==> src/rtl/sst_pkg.sv <==
package sst_pkg;

  typedef enum logic [1:0] {
    DEPTH_OFF     = 2'd0,
    DEPTH_SHALLOW = 2'd1,
    DEPTH_DEEP    = 2'd2
  } depth_e;

  // select 00 and 11 both mean no spreading
  function automatic depth_e sel_to_depth(input logic [1:0] sel);
    case (sel)
      2'b01:   return DEPTH_SHALLOW;
      2'b10:   return DEPTH_DEEP;
      default: return DEPTH_OFF;
    endcase
  endfunction

endpackage

==> src/rtl/sst_rate_tick.sv <==
module sst_rate_tick #(
  parameter int UPD_DIV = 16
) (
  input  logic clk,
  input  logic rst,
  output logic tick_o
);
  localparam int DW = (UPD_DIV > 1) ? $clog2(UPD_DIV) : 1;
  localparam logic [DW-1:0] LAST = DW'(UPD_DIV - 1);

  logic [DW-1:0] div_q;

  always_ff @(posedge clk) begin
    if (rst) begin
      div_q  <= '0;
      tick_o <= 1'b0;
    end else begin
      tick_o <= (div_q == LAST);
      if (div_q == LAST) div_q <= '0;
      else               div_q <= div_q + 1'b1;
    end
  end
endmodule

==> src/rtl/sst_triangle.sv <==
module sst_triangle
  import sst_pkg::*;
#(
  parameter int PEAK = 100,
  parameter int CW   = $clog2(PEAK + 1)
) (
  input  logic          clk,
  input  logic          rst,
  input  logic          tick_i,
  input  logic [1:0]    sel_i,
  output logic [CW-1:0] cnt_o,
  output depth_e        depth_o,
  output logic          stepped_o
);
  localparam logic [CW-1:0] TOP_M1 = CW'(PEAK - 1);

  logic   rising_q;
  depth_e next_depth;

  assign next_depth = sel_to_depth(sel_i);

  always_ff @(posedge clk) begin
    if (rst) begin
      cnt_o     <= '0;
      rising_q  <= 1'b1;
      depth_o   <= DEPTH_OFF;
      stepped_o <= 1'b0;
    end else begin
      stepped_o <= tick_i;
      if (tick_i) begin
        if (cnt_o == '0) begin
          // depth is only ever latched at the zero point of the sweep
          depth_o <= next_depth;
          if (next_depth != DEPTH_OFF) begin
            cnt_o    <= CW'(1);
            rising_q <= (PEAK != 1);
          end
        end else if (rising_q) begin
          cnt_o <= cnt_o + 1'b1;
          if (cnt_o == TOP_M1) rising_q <= 1'b0;
        end else begin
          cnt_o <= cnt_o - 1'b1;
        end
      end
    end
  end
endmodule

==> src/rtl/sst_scale.sv <==
module sst_scale
  import sst_pkg::*;
#(
  parameter int STEP  = 1395,
  parameter int OFS_W = 20,
  parameter int CW    = 7
) (
  input  logic                    clk,
  input  logic                    rst,
  input  logic                    stepped_i,
  input  logic [CW-1:0]           cnt_i,
  input  depth_e                  depth_i,
  output logic signed [OFS_W-1:0] offset_o,
  output logic                    offset_vld_o
);
  localparam int NUM_DEPTH = 3;

  logic [OFS_W-1:0] step_tab [NUM_DEPTH];
  logic [OFS_W-1:0] step_w;
  logic [OFS_W-1:0] mag_w;

  // per-depth step: off, shallow, deep (twice shallow)
  for (genvar g = 0; g < NUM_DEPTH; g++) begin : g_step
    assign step_tab[g] = OFS_W'(g * STEP);
  end

  always_comb begin
    case (depth_i)
      DEPTH_SHALLOW: step_w = step_tab[1];
      DEPTH_DEEP:    step_w = step_tab[2];
      default:       step_w = step_tab[0];
    endcase
    mag_w = OFS_W'(cnt_i) * step_w;
  end

  always_ff @(posedge clk) begin
    if (rst) begin
      offset_o     <= '0;
      offset_vld_o <= 1'b0;
    end else begin
      offset_vld_o <= stepped_i;
      if (stepped_i) offset_o <= -$signed(mag_w);
    end
  end
endmodule

==> src/rtl/sst_downspread_gen.sv <==
module sst_downspread_gen
  import sst_pkg::*;
#(
  parameter int UPD_DIV = 16,
  parameter int PEAK    = 100,
  parameter int STEP    = 1395,
  parameter int OFS_W   = 20
) (
  input  logic                    clk,
  input  logic                    rst,
  input  logic [1:0]              spread_sel_i,
  output logic signed [OFS_W-1:0] offset_o,
  output logic                    offset_vld_o
);
  localparam int CW = $clog2(PEAK + 1);

  logic          tick;
  logic [CW-1:0] cnt;
  depth_e        depth;
  logic          stepped;

  sst_rate_tick #(.UPD_DIV(UPD_DIV)) u_tick (
    .clk    (clk),
    .rst    (rst),
    .tick_o (tick)
  );

  sst_triangle #(.PEAK(PEAK), .CW(CW)) u_tri (
    .clk       (clk),
    .rst       (rst),
    .tick_i    (tick),
    .sel_i     (spread_sel_i),
    .cnt_o     (cnt),
    .depth_o   (depth),
    .stepped_o (stepped)
  );

  sst_scale #(.STEP(STEP), .OFS_W(OFS_W), .CW(CW)) u_scale (
    .clk          (clk),
    .rst          (rst),
    .stepped_i    (stepped),
    .cnt_i        (cnt),
    .depth_i      (depth),
    .offset_o     (offset_o),
    .offset_vld_o (offset_vld_o)
  );
endmodule

==> config.mk <==
export PLATFORM = sky130hd
export DESIGN_NAME = sst_downspread_gen
export DESIGN_NICKNAME = d
export VERILOG_FILES = /design/src/rtl/sst_pkg.sv /design/src/rtl/sst_rate_tick.sv /design/src/rtl/sst_triangle.sv /design/src/rtl/sst_scale.sv /design/src/rtl/sst_downspread_gen.sv
export SDC_FILE = /design/constraint.sdc
export NUM_CORES = 1
export LEC_CHECK = 0
export BUFFER_PORTS_ARGS = -buffer_cell sky130_fd_sc_hd__buf_2
export CAP_MARGIN = 10
export CELL_PAD_IN_SITES_DETAIL_PLACEMENT = 1
export CELL_PAD_IN_SITES_GLOBAL_PLACEMENT = 1
export CORE_MARGIN = 2
export CORE_UTILIZATION = 53
export CTS_BUF_LIST = sky130_fd_sc_hd__clkbuf_4
export CTS_CLUSTER_DIAMETER = 60
export CTS_CLUSTER_SIZE = 30
export DETAILED_ROUTE_END_ITERATION = 8
export PLACE_DENSITY = 0.95
export RECOVER_POWER = 25
export SLEW_MARGIN = 20
export SYNTH_ARGS = -nofsm -noshare
export SYNTH_HDL_FRONTEND = slang
export SYNTH_SLANG_ARGS = --single-unit
export TNS_END_PERCENT = 50
==> constraint.sdc <==
create_clock -name clk -period 15.3 [get_ports clk]
set_input_delay 3.06 -clock clk [delete_from_list [all_inputs] [get_ports clk]]
set_output_delay 3.06 -clock clk [all_outputs]
set_load 0.05 [all_outputs]
Word-level counts from Yosys, hierarchy flattened
Cells that the tools add are included.
{"block": "word_totals", "register_bits": 37, "inputBits": 4, "output_inout_bits": 21, "elab_cells": 34}
{"block": "classes", "n_addsub": 4, "n_mul": 1, "n_eq_ne": 7, "muxes": 9, "reduce_logical": 5}
{"cell": "$pmux 12 s2", "count": 1}
{"cell": "$mux 7", "count": 3}
{"cell": "$neg 20->20", "count": 1}
{"cell": "$mul 7x12->19", "count": 1}
{"cell": "$add 7x1->7 const B", "count": 1}
{"cell": "$eq 7x7->1 const B", "count": 1}
{"cell": "$logic_not 7->1", "count": 1}
{"cell": "$sub 7x1->7 const B", "count": 1}
{"cell": "$add 4x1->4 const B", "count": 1}
{"cell": "$eq 2x1->1 const B", "count": 2}
{"cell": "$eq 2x2->1 const B", "count": 2}
{"cell": "$eq 4x4->1 const B", "count": 1}
{"cell": "$mux 1", "count": 4}
{"cell": "$pmux 2 s2", "count": 1}
{"cell": "$reduce_and 2->1", "count": 2}
{"cell": "$ne 2x2->1 const B", "count": 1}
{"cell": "$reduce_bool 2->1", "count": 1}
{"cell": "$reduce_or 2->1", "count": 1}

Longest topological paths before layout
{"block": "logic_depth", "word_depth": 5, "ltp_mapped": 24, "ltp_nobuf": 21}

Hierarchy
From an unflattened synthesis, not the netlist that was laid out.
{"block": "hier_totals", "cells_unflattened": 524, "area_unflattened_um2": 4478.0}
{"mod": "sst_scale", "n_inst": 1, "cells_per_inst": 422, "area_each_um2": 3563.4, "seq_area_each_um2": 420.4}
{"mod": "sst_triangle", "n_inst": 1, "cells_per_inst": 85, "area_each_um2": 725.7, "seq_area_each_um2": 220.2}
{"mod": "sst_rate_tick", "n_inst": 1, "cells_per_inst": 17, "area_each_um2": 188.9, "seq_area_each_um2": 100.1}

Least setup slack after synthesis
Ideal clock, no wire load.
{"block": "synth_path", "path_kind": "register -> register", "start": "reg u_tri.depth_o[1]", "end": "reg u_scale.offset_o[18]", "setup_ps": 91, "arrival_time_ps": 5496, "required_ps": 15209, "path_slack_ps": 9713, "path_stages_with_launch": 23, "path_buffers": 2, "synth_period_minus_slack_ps": 5587, "cell_sequence": "dfxtp_1 inv_1 ha_1 clkbuf_1 and2_1 fa_1 inv_1 fa_1 inv_1 fa_1 inv_1 fa_1 inv_1 ha_1 clkbuf_1 nand2_1 o21ai_0 o21bai_1 nand3_1 a211o_1 xnor2_1 or4_1 a311oi_1"}
{"block": "synth_via", "elab_chain_cells": 4, "word_cells_on_any_way": 5, "cone_classes": "add/sub: 1; mul: 1; eq/ne: 2; mux: 1"}
{"item": "from (decl)", "line": "sst_triangle.sv:12", "rtl": "output depth_e depth_o,"}
{"item": "from (signal assigned)", "line": "sst_triangle.sv:33", "rtl": "depth_o <= next_depth;"}
{"item": "$eq 2x2->1 / $eq 2x1->1 (equally long branches)", "line": "sst_scale.sv:28", "rtl": "case (depth_i)"}
{"item": "$pmux 12 s2 (*)", "line": "sst_scale.sv:28"}
{"item": "$mul 7x12->19 (*)", "line": "sst_scale.sv:33", "rtl": "mag_w = OFS_W'(cnt_i) * step_w;"}
{"item": "$neg 20->20 (*)", "line": "sst_scale.sv:42", "rtl": "if (stepped_i) offset_o <= -$signed(mag_w);"}
{"item": "to (signal assigned)", "line": "sst_scale.sv:42"}
{"item": "to (decl)", "line": "sst_scale.sv:13", "rtl": "output logic signed [OFS_W-1:0] offset_o,"}
Mark *: on every way between the ends. The rest lies on a longest branch, timed or not.
A chain may end at the register's enable or synchronous reset.

Final worst setup path
{"block": "layout_path", "start": "reg u_tri.depth_o[0]", "end": "reg u_scale.offset_o[18]"}
Same word-level chain as after synthesis.

==> out/metrics.yaml <==
status: "finished with violations"
violations: "max-capacitance violations, max-slew violations"
drt_iter0_drc: 140
required_ns: 15.57
clk_latency_ns: 0.40
rsz0062_at_grt: "no"
start_util: 0.5505
area_growth_pct: 5.735
synth_area_leaders: "fa_1, dfxtp_1, ha_1"
cts_tree: "done"
synth-seq-area-share: 0.1723
yosysUniqueCellTypes: 65
power_leakage_nw: 2.368
fin_skew_ns: 0.02805
routed_via_density: 5.810
synthCells: 491
cts_sinks: 37
r2r_slack_ns: 9.05
route.final.wire_length_um: 12160
synth_area_um2: 4298
nFillCells: 958
fmax_mhz: 159.9
synthArstFlopShare: 0
synth-seq-cells: 37
grt_pass1_wl_um: 20030
die_h_um: 94.05
synth_edf_count: 0
finalNetCount: 603
maxSlewViolCount: 38
drc: 0
highest_layer: "met4"
place_congestion: 0.9067
final_area_um2: 4544
ys.flop_type: "dfxtp_1"
avgSynthCellArea_um2: 8.753
period_minus_slack_ns: 6.253
wl_met1_um: 4784
wl_met3_um: 432
synth_area_leader_cell: "fa_1"
setup_violations: 0
placed_cell_area_um2: 4492
dr.pass1.iters: 4
hold_ws_ns: 0.4839
p_per_area_nw_per_um2: 35.39
wl_per_cell_um: 19.93
grt_pass1_vias: 4001
cts_root_buf: "clkbuf_4"
cts_setup_buffers: 0
yosys-top-cells-count: "inv_1, ha_1, fa_1"
ys_warn_count: 0
fin_cells: 610
cp_max_fo: 8
cts-htree-levels: 2
path_clk_slew_ns: 0.16
hold_viol_final: 0
numCtsBuffers: 5
route.met2.wl_um: 6384
die_w_um: 94.05
grt_max_degree: 38
portBuffers: 24
vias: 3544
dp.cells: 602
cts_resized: 0
core-area_um2: 7807
gr-usage-all-layers: 0.2977
hp-class: "reg -> reg"
worst_pin_slew_ns: 1.715
slew_headroom: -0.1437
period_share: 0.4087
yosysMostFrequentCell: "inv_1"
yosys.area.top_type_share: 0.1817
grt_overflow: 0
arrival_ns: 6.53
drv_cap: 1
ir_worst_vdd_mv: 0.04324
tns_ns: 0
rows: 32
die_area_um2: 8845
syn_nets: 587
layout-drive-gt1-share: 0.1004
seqCellArea_um2: 740.7
multi_input_area_um2: 3154
ioPinCount: 25
setup.worst_path.end_class: "flop"
hpwl_um: 9928
final_antenna_net_count: 0
diodes: 0
cts_hold_buf: 0
cts_buffer_depth: 2
antenna_found_initial: 0
start_kind: "flop"
worstSetupPathType: "reg -> reg"
-- cells in the final DEF (no fill, tap or decap), types with 3 or more instances in the layout --
cell type and instances:
buf_2 22, and2_1 7, clkbuf_4 5, o21ai_0 6
ha_1 53, nand3_1 14, o21bai_1 4, nand3b_1 4
nand2_1 23, a21o_1 7, mux2i_1 10, nand4_1 3
xnor2_1 22, a21oi_1 30, o31ai_1 4, a211oi_1 5
nor2b_1 6, nand2b_1 9, dfxtp_1 37, nor2_1 32
a31oi_1 5, nor3_1 6, fa_1 39, inv_1 91
xor2_1 10
-- power breakdown --
group / internal [mW] / switching (mW) / leakage, nW
clock network: 0.0174 / 0.0419 / 0.0310
logic: 0.00130 / 0.00256 / 2.04
registers: 0.0970 / 0.000649 / 0.299
total: 0.116 / 0.0451 / 2.37
-- sequential cells by signal, indices dropped and copies added (netlist names) --
register              cells
u_scale.offset_o         20
u_tri.cnt_o               7
u_tick.div_q              4
u_tri.depth_o             2
u_scale.offset_vld_o      1
u_tick.tick_o             1
u_tri.rising_q            1
u_tri.stepped_o           1
-- path summary, 6_finish.rpt --
check,startpoint,endpoint,cells after the start
max reg2reg,u_tri.depth_o[0],u_scale.offset_o[18],21
max,u_tri.depth_o[0],u_scale.offset_o[18],21
min,u_scale.offset_o[12],u_scale.offset_o[12],2
min reg2reg,u_scale.offset_o[12],u_scale.offset_o[12],2
-- metal layers --
layer,track usage,vias to the layer above
li1,-,1644
met3,0.04494,51
met5,0,-
met1,0.3303,1737
met4,0.1389,0
met2,0.5530,112
-- stage by stage --
step | util | power [mW] | setup slack [ns]
2_1_floorplan | - | 0.1025 | 9.713
3_3_place_gp | 0.5753 | 0.1034 | 9.588
4_1_cts | 0.5824 | 0.1620 | 9.096
3_5_place_dp | 0.5753 | 0.1037 | 9.195
6_report | 0.5821 | 0.1608 | 9.047
5_1_grt | 0.5821 | 0.1651 | 8.647
-- critical path, stage by stage, from the launching register on --
cell	delay, ns
dfxtp_1	0.41
inv_1	0.07
ha_1	0.46
nand2b_1	0.25
inv_1	0.08
fa_1	0.52
inv_1	0.06
fa_1	0.51
inv_1	0.06
fa_1	0.54
inv_1	0.06
fa_1	0.53
inv_1	0.06
ha_1	0.25
or3_4	0.36
o22ai_2	0.20
o21bai_1	0.21
xnor2_1	0.36
and2_0	0.39
nand2_2	0.09
or4_1	0.41
a311oi_1	0.26
-- cell families (layout without fill, tap and decap cells) --
kind of cell    after synthesis  after routing  share of synthesized area
flops                        37             37                     0.1723
buf+inv                     107            124                    0.09374
xor+xnor                     33             33                    0.06899
fa+ha+maj                    92             92                     0.3360
simple gates                127            127                     0.1648
compound gates               84             84                     0.1383
mux                          11             11                    0.02591
-- layout make-up --
class	instances	area share
clock buffers	5	0.008260
inverters	91	0.07517
clock inverters	3	0.003855
well taps	102	0.02808
multi-input cells	347	0.6941
repair buffers	25	0.02753
flip-flops and latches	37	0.1630
Power figures use the tool's default switching activity.
